**src/rtl/bclk_pkg.sv**
```systemverilog
package bclk_pkg;
    // Phase of the divide-by-four cycle, built from two divide-by-two stages.
    localparam int DIV_STAGES = 2;
    typedef logic [DIV_STAGES-1:0] div_phase_t;
endpackage

```
**src/rtl/bclk_timeout.sv**
```systemverilog
// Reset hold timer.
// A request or a block reset puts the timer in hold and clears its count.
// While in hold and with no request present, it counts oscillator ticks.
// It leaves hold on the TIMEOUT_TICKS-th tick.
// Assumes TIMEOUT_TICKS >= 2.
module bclk_timeout #(
    parameter int TIMEOUT_TICKS = 4096
) (
    input  logic clk,
    input  logic rst_n,
    input  logic por_req,
    input  logic lvi_req,
    input  logic osc_tick,
    output logic hold
);
    localparam int CNT_W = $clog2(TIMEOUT_TICKS);
    localparam logic [CNT_W-1:0] LAST = CNT_W'(TIMEOUT_TICKS - 1);

    logic [CNT_W-1:0] cnt;
    logic             req;

    assign req = por_req | lvi_req;

    // Hold state and oscillator tick counter.
    always_ff @(posedge clk) begin
        if (!rst_n || req) begin
            hold <= 1'b1;
            cnt  <= '0;
        end else if (hold && osc_tick) begin
            if (cnt == LAST) begin
                hold <= 1'b0;
                cnt  <= '0;
            end else begin
                cnt <= cnt + 1'b1;
            end
        end
    end

    assert_req_holds_R3: assert property (@(posedge clk) disable iff (!rst_n)
        req |=> hold);
    assert_release_on_tick_R4: assert property (@(posedge clk) disable iff (!rst_n)
        $fell(hold) |-> ($past(osc_tick) && !$past(req)));
    assert_restart_R7: assert property (@(posedge clk) disable iff (!rst_n)
        (hold && !req) |=> (hold || $past(cnt) == LAST));
endmodule

```
**src/rtl/bclk_div2.sv**
```systemverilog
// One divide-by-two stage.
// The output toggles on each enabled cycle.
// carry is high when an enabled cycle moves the output from 1 to 0.
// clr forces the output low, which is the inactive phase.
module bclk_div2 (
    input  logic clk,
    input  logic rst_n,
    input  logic clr,
    input  logic en,
    output logic q,
    output logic carry
);
    // Toggle flop.
    always_ff @(posedge clk) begin
        if (!rst_n || clr) q <= 1'b0;
        else if (en)       q <= ~q;
    end

    // Falling-edge carry into the next stage.
    always_comb carry = en & q;
endmodule

```
**src/rtl/bclk_srcdiv.sv**
```systemverilog
// Source select and divide-by-four.
// Selects the oscillator or PLL tick stream and divides it through
// cascaded divide-by-two stages.
// The effective select is 0 while held and is loaded from clk_sel only on
// the wrap tick.
// Assumes the tick strobes are one reference cycle wide.
module bclk_srcdiv
    import bclk_pkg::*;
(
    input  logic clk,
    input  logic rst_n,
    input  logic hold,
    input  logic clk_sel,
    input  logic osc_tick,
    input  logic pll_tick,
    output logic bus_clk
);
    logic                  eff_sel;
    logic                  src_tick;
    logic [DIV_STAGES:0]   chain;
    div_phase_t            phase;
    logic                  wrap;

    // Tick of the effective source.
    always_comb src_tick = eff_sel ? pll_tick : osc_tick;

    assign chain[0] = src_tick;

    genvar g;
    generate
        for (g = 0; g < DIV_STAGES; g++) begin : g_stage
            bclk_div2 u_div2 (
                .clk   (clk),
                .rst_n (rst_n),
                .clr   (hold),
                .en    (chain[g]),
                .q     (phase[g]),
                .carry (chain[g+1])
            );
        end
    endgenerate

    assign wrap    = chain[DIV_STAGES];
    assign bus_clk = phase[DIV_STAGES-1];

    // Effective select, updated only at the divide-cycle boundary.
    always_ff @(posedge clk) begin
        if (!rst_n || hold) eff_sel <= 1'b0;
        else if (wrap)      eff_sel <= clk_sel;
    end

    assert_idle_low_R3: assert property (@(posedge clk) disable iff (!rst_n)
        (hold && $past(hold)) |-> !bus_clk);
    assert_sel_boundary_R8: assert property (@(posedge clk) disable iff (!rst_n)
        (eff_sel != $past(eff_sel) && !$past(hold)) |-> (phase == '0 && $past(wrap)));
    assert_sel_held_zero_R8: assert property (@(posedge clk) disable iff (!rst_n)
        $past(hold) |-> !eff_sel);
    assert_phase_step_R1: assert property (@(posedge clk) disable iff (!rst_n)
        (!hold && !src_tick) |=> ($stable(phase) || $past(hold)));
endmodule

```
**src/rtl/bclk_gen.sv**
```systemverilog
// Reset-gated bus clock generator top.
// Joins the reset hold timer to the source select and divider.
// The reset pin drive and clk_valid both come from the hold state, so they
// change in the same cycle.
module bclk_gen #(
    parameter int TIMEOUT_TICKS = 4096
) (
    input  logic clk,
    input  logic rst_n,
    input  logic osc_tick,
    input  logic pll_tick,
    input  logic clk_sel,
    input  logic por_req,
    input  logic lvi_req,
    output logic bus_clk,
    output logic clk_valid,
    output logic rst_out_n
);
    logic hold;

    bclk_timeout #(.TIMEOUT_TICKS(TIMEOUT_TICKS)) u_timeout (
        .clk      (clk),
        .rst_n    (rst_n),
        .por_req  (por_req),
        .lvi_req  (lvi_req),
        .osc_tick (osc_tick),
        .hold     (hold)
    );

    bclk_srcdiv u_srcdiv (
        .clk      (clk),
        .rst_n    (rst_n),
        .hold     (hold),
        .clk_sel  (clk_sel),
        .osc_tick (osc_tick),
        .pll_tick (pll_tick),
        .bus_clk  (bus_clk)
    );

    // Status outputs driven from the hold state.
    always_comb begin
        clk_valid = ~hold;
        rst_out_n = ~hold;
    end

    assert_valid_edge_R6: assert property (@(posedge clk) disable iff (!rst_n)
        $rose(clk_valid) |-> ($rose(rst_out_n) && !bus_clk));
    assert_pin_low_R5: assert property (@(posedge clk) disable iff (!rst_n)
        (por_req || lvi_req) |=> !rst_out_n);
endmodule

```
**config.mk**
```make
export PLATFORM = sky130hd
export DESIGN_NAME = bclk_gen
export DESIGN_NICKNAME = d
export VERILOG_FILES = /design/src/rtl/bclk_pkg.sv /design/src/rtl/bclk_timeout.sv /design/src/rtl/bclk_div2.sv /design/src/rtl/bclk_srcdiv.sv /design/src/rtl/bclk_gen.sv
export SDC_FILE = /design/constraint.sdc
export NUM_CORES = 1
export LEC_CHECK = 0
export CAP_MARGIN = 10
export CORE_AREA = 2 2 40 42
export DETAILED_ROUTE_END_ITERATION = 8
export DIE_AREA = 0 0 42 44
export HOLD_SLACK_MARGIN = 0.15
export PLACE_DENSITY = 0.78
export REMOVE_ABC_BUFFERS = 1
export SLEW_MARGIN = 20
export SYNTH_ARGS = -nofsm -noshare
export SYNTH_HDL_FRONTEND = slang
export SYNTH_SLANG_ARGS = --single-unit
```
**constraint.sdc**
```tcl
create_clock -name clk -period 2.92 [get_ports clk]
set_clock_uncertainty 0.05 [all_clocks]
set_input_delay 0.584 -clock clk [delete_from_list [all_inputs] [get_ports clk]]
set_output_delay 0.584 -clock clk [all_outputs]
set_load 0.005 [all_outputs]
```
==> flow_metrics.tcl <==
set metrics [dict create \
    outcome "finished, final reports clean" \
    start_kind "register" \
    layout.cells.non_filler 106 \
    dieArea_mm2 0.001848 \
    grt_max_degree 9 \
    syn2layout_area_growth_pct 16.64 \
    core_region_area_mm2 0.001419 \
    cp_slowest_cell "clkdlybuf4s50_1" \
    dp_cells 103 \
    whs_ns 0.4471 \
    end_kind "primary output" \
    tns_ns 0 \
    place_area_um2 854.6 \
    cts_hold_buf 0 \
    ios 10 \
    drt_iter0_drc 5 \
    critPathArrivalTime_ns 1.28 \
    hold_violations 0 \
    clk_pin_slew_ns 0.09 \
    wl_per_cell_um 12.53 \
    diodes 0 \
    cts_sinks 16 \
    clk_latency_ns 0.29 \
    grt_first_pass_wirelength_um 2270 \
    nNetsFinal 100 \
    ys_ff_latch 16 \
    finalSetupViolations 0 \
    cts_root_buf "clkbuf_4" \
    fillers 122 \
    num_vias 561 \
    routed_via_density 5.292 \
    netlist_area_um2 752.0 \
    ys_seq_area_frac 0.4260 \
    die_x_um 42 \
    htree_levels 1 \
    worst_slew_pin_slew_ns 0.2887 \
    max_cap_viol_count 0 \
    critical_path_class "register to primary output" \
    dr.pass1.iters 3 \
    max_stage_delay_ns 0.45 \
    dieHeight_um 44 \
    p_leak_nw 0.3031 \
    crit_family "buffers and inverters" \
    path_buf_inv 2 \
    numCtsBuffers 3 \
    std_cell_rows 14 \
    grt_pass1_vias 526 \
    wirelength_um 1328 \
    avgSynthCellArea_um2 9.519 \
    slew_violations 0 \
    place_congestion 0.7704 \
    fin_crit_sh 0.6553 \
    antenna_found_initial 0 \
    slew-limit-headroom 0.8073 \
    fin_crit_ns 1.913 \
    min_path_type "register to register" \
    grt_overflow 0 \
    drive_above_1_share 0.1556 \
    start_util 0.5300 \
    cts_setup_buffers 0 \
    rsz0062_at_grt "no" \
    cts_buffer_depth 2 \
    yosysWarnings 0 \
    postRouteAntennaNets 0 \
    cts_resized 0 \
    syn_inst 79 \
    worstPathRequired_ns 2.29 \
    yosys.cell_types.count 27 \
    crit_chain "inv_1, clkdlybuf4s50_1" \
    grt_usage 0.1731 \
    fmaxAchievable_ghz 0.5226 \
    worstPathMaxFanout 6 \
    tritoncts "done" \
    dp_hpwl_um 993.7 \
    power_density_mw_per_mm2 400.0 \
    portBuffers 9 \
    finish.instance_area_um2 877.1 \
    drc 0 \
    ir_drop_mv 0.4156 \
]
==> cells by family (layout without fill, tap and decap cells) <==
family | count (synthesis) | after routing | synth area share
multiplexers | 1 | 1 | 0.01497
buffers and inverters | 2 | 13 | 0.01497
flip-flops | 16 | 16 | 0.4260
AO/OA/AOI/OAI | 5 | 5 | 0.05991
XOR/XNOR | 12 | 12 | 0.1398
AND/OR/NAND/NOR | 42 | 42 | 0.3278
adder cells (fa/ha/maj) | 1 | 1 | 0.01664
==> final timing paths <==
kind	startpoint	endpoint	slack (ns)	cells after the start
worst max-delay path	u_timeout.hold	rst_out_n	1.01	2
worst min-delay path	u_timeout.cnt[1]	u_timeout.cnt[1]	0.45	2
worst max register to register	u_timeout.cnt[0]	u_timeout.cnt[3]	1.57	5
worst min register to register	u_timeout.cnt[1]	u_timeout.cnt[1]	0.45	2
==> stage by stage <==
stage	worst slack, ns	power [mW]	utilization
floorplan	1.622	0.2301	-
global placement	0.9279	0.2403	0.6023
detailed placement	0.9028	0.2406	0.6023
CTS	0.9955	0.3573	0.6182
global route	0.9310	0.3693	0.6182
finish	1.007	0.3509	0.6182
==> report_power, final <==
| part | internal, mW | total [mW] | switching (mW) |
|---|---|---|---|
| Clock | 0.0479 | 0.115 | 0.0675 |
| Combinational | 0.00992 | 0.0165 | 0.00662 |
| Sequential | 0.218 | 0.219 | 0.000423 |
| Total | 0.276 | 0.351 | 0.0745 |
==> synthesized netlist by cell type <==
| cell type | n | share of area |
|---|---|---|
| mux2_2 | 1 | 0.015 |
| ha_1 | 1 | 0.017 |
| nand4_1 | 2 | 0.017 |
| nor2_1 | 15 | 0.075 |
| nand3_2 | 1 | 0.013 |
| a31oi_1 | 1 | 0.0083 |
| nand2_1 | 8 | 0.040 |
| xnor2_1 | 4 | 0.047 |
| a31o_4 | 1 | 0.023 |
| and3_1 | 1 | 0.0083 |
| dfxtp_1 | 16 | 0.43 |
| nor3_1 | 1 | 0.0066 |
| nand4_4 | 1 | 0.028 |
| a21o_1 | 1 | 0.010 |
| nor3b_2 | 1 | 0.017 |
| a21oi_2 | 1 | 0.012 |
| a21oi_1 | 1 | 0.0066 |
| nor2_4 | 1 | 0.015 |
| nand3_1 | 5 | 0.033 |
| xor2_1 | 8 | 0.093 |
| and2_1 | 1 | 0.0083 |
| buf_4 | 1 | 0.010 |
| nor3b_1 | 1 | 0.010 |
| inv_1 | 1 | 0.0050 |
| and4_2 | 1 | 0.013 |
| nor3_2 | 1 | 0.013 |
| and4_4 | 2 | 0.030 |
==> per-layer routing <==
layer	vias up	part of all wire	global-route usage
met5	-	0	0
met4	0	0.011	0.09032
met3	2	0.036	0.08750
met2	5	0.49	0.2656
met1	260	0.46	0.1985
li1	294	-	-
==> flip-flops by register name (all words and copies together) (netlist names) <==
| signal | cells |
|---|---|
| u_srcdiv.eff_sel | 1 |
| u_srcdiv.g_stage.u_div2.q | 2 |
| u_timeout.cnt | 12 |
| u_timeout.hold | 1 |
==> layout make-up <==
class                      count  area, µm²  area share
clock buffer                   3      22.52     0.02568
tap                           16      20.02     0.02282
inverter                       1      3.754    0.004280
timing repair buffer           9      90.09      0.1027
multi-input combinational     61      420.4      0.4793
sequential                    16      320.3      0.3652
==> cells in the final DEF, fill, tap and decap left out, types with 2 or more instances in the layout <==
cell	n
and4_4	2
dfxtp_1	16
nand2_1	8
clkbuf_4	3
nor2_1	15
xor2_1	8
clkdlybuf4s50_1	9
nand4_1	2
xnor2_1	4
nand3_1	5
==> worst min-delay path, delay by kind of cell (launching register included) <==
| family | cells | cell delay [ns] |
|---|---|---|
| flops | 1 | 0.33 |
| compound gates | 1 | 0.05 |
| simple gates | 1 | 0.08 |
(Power assumes the default switching activity.)
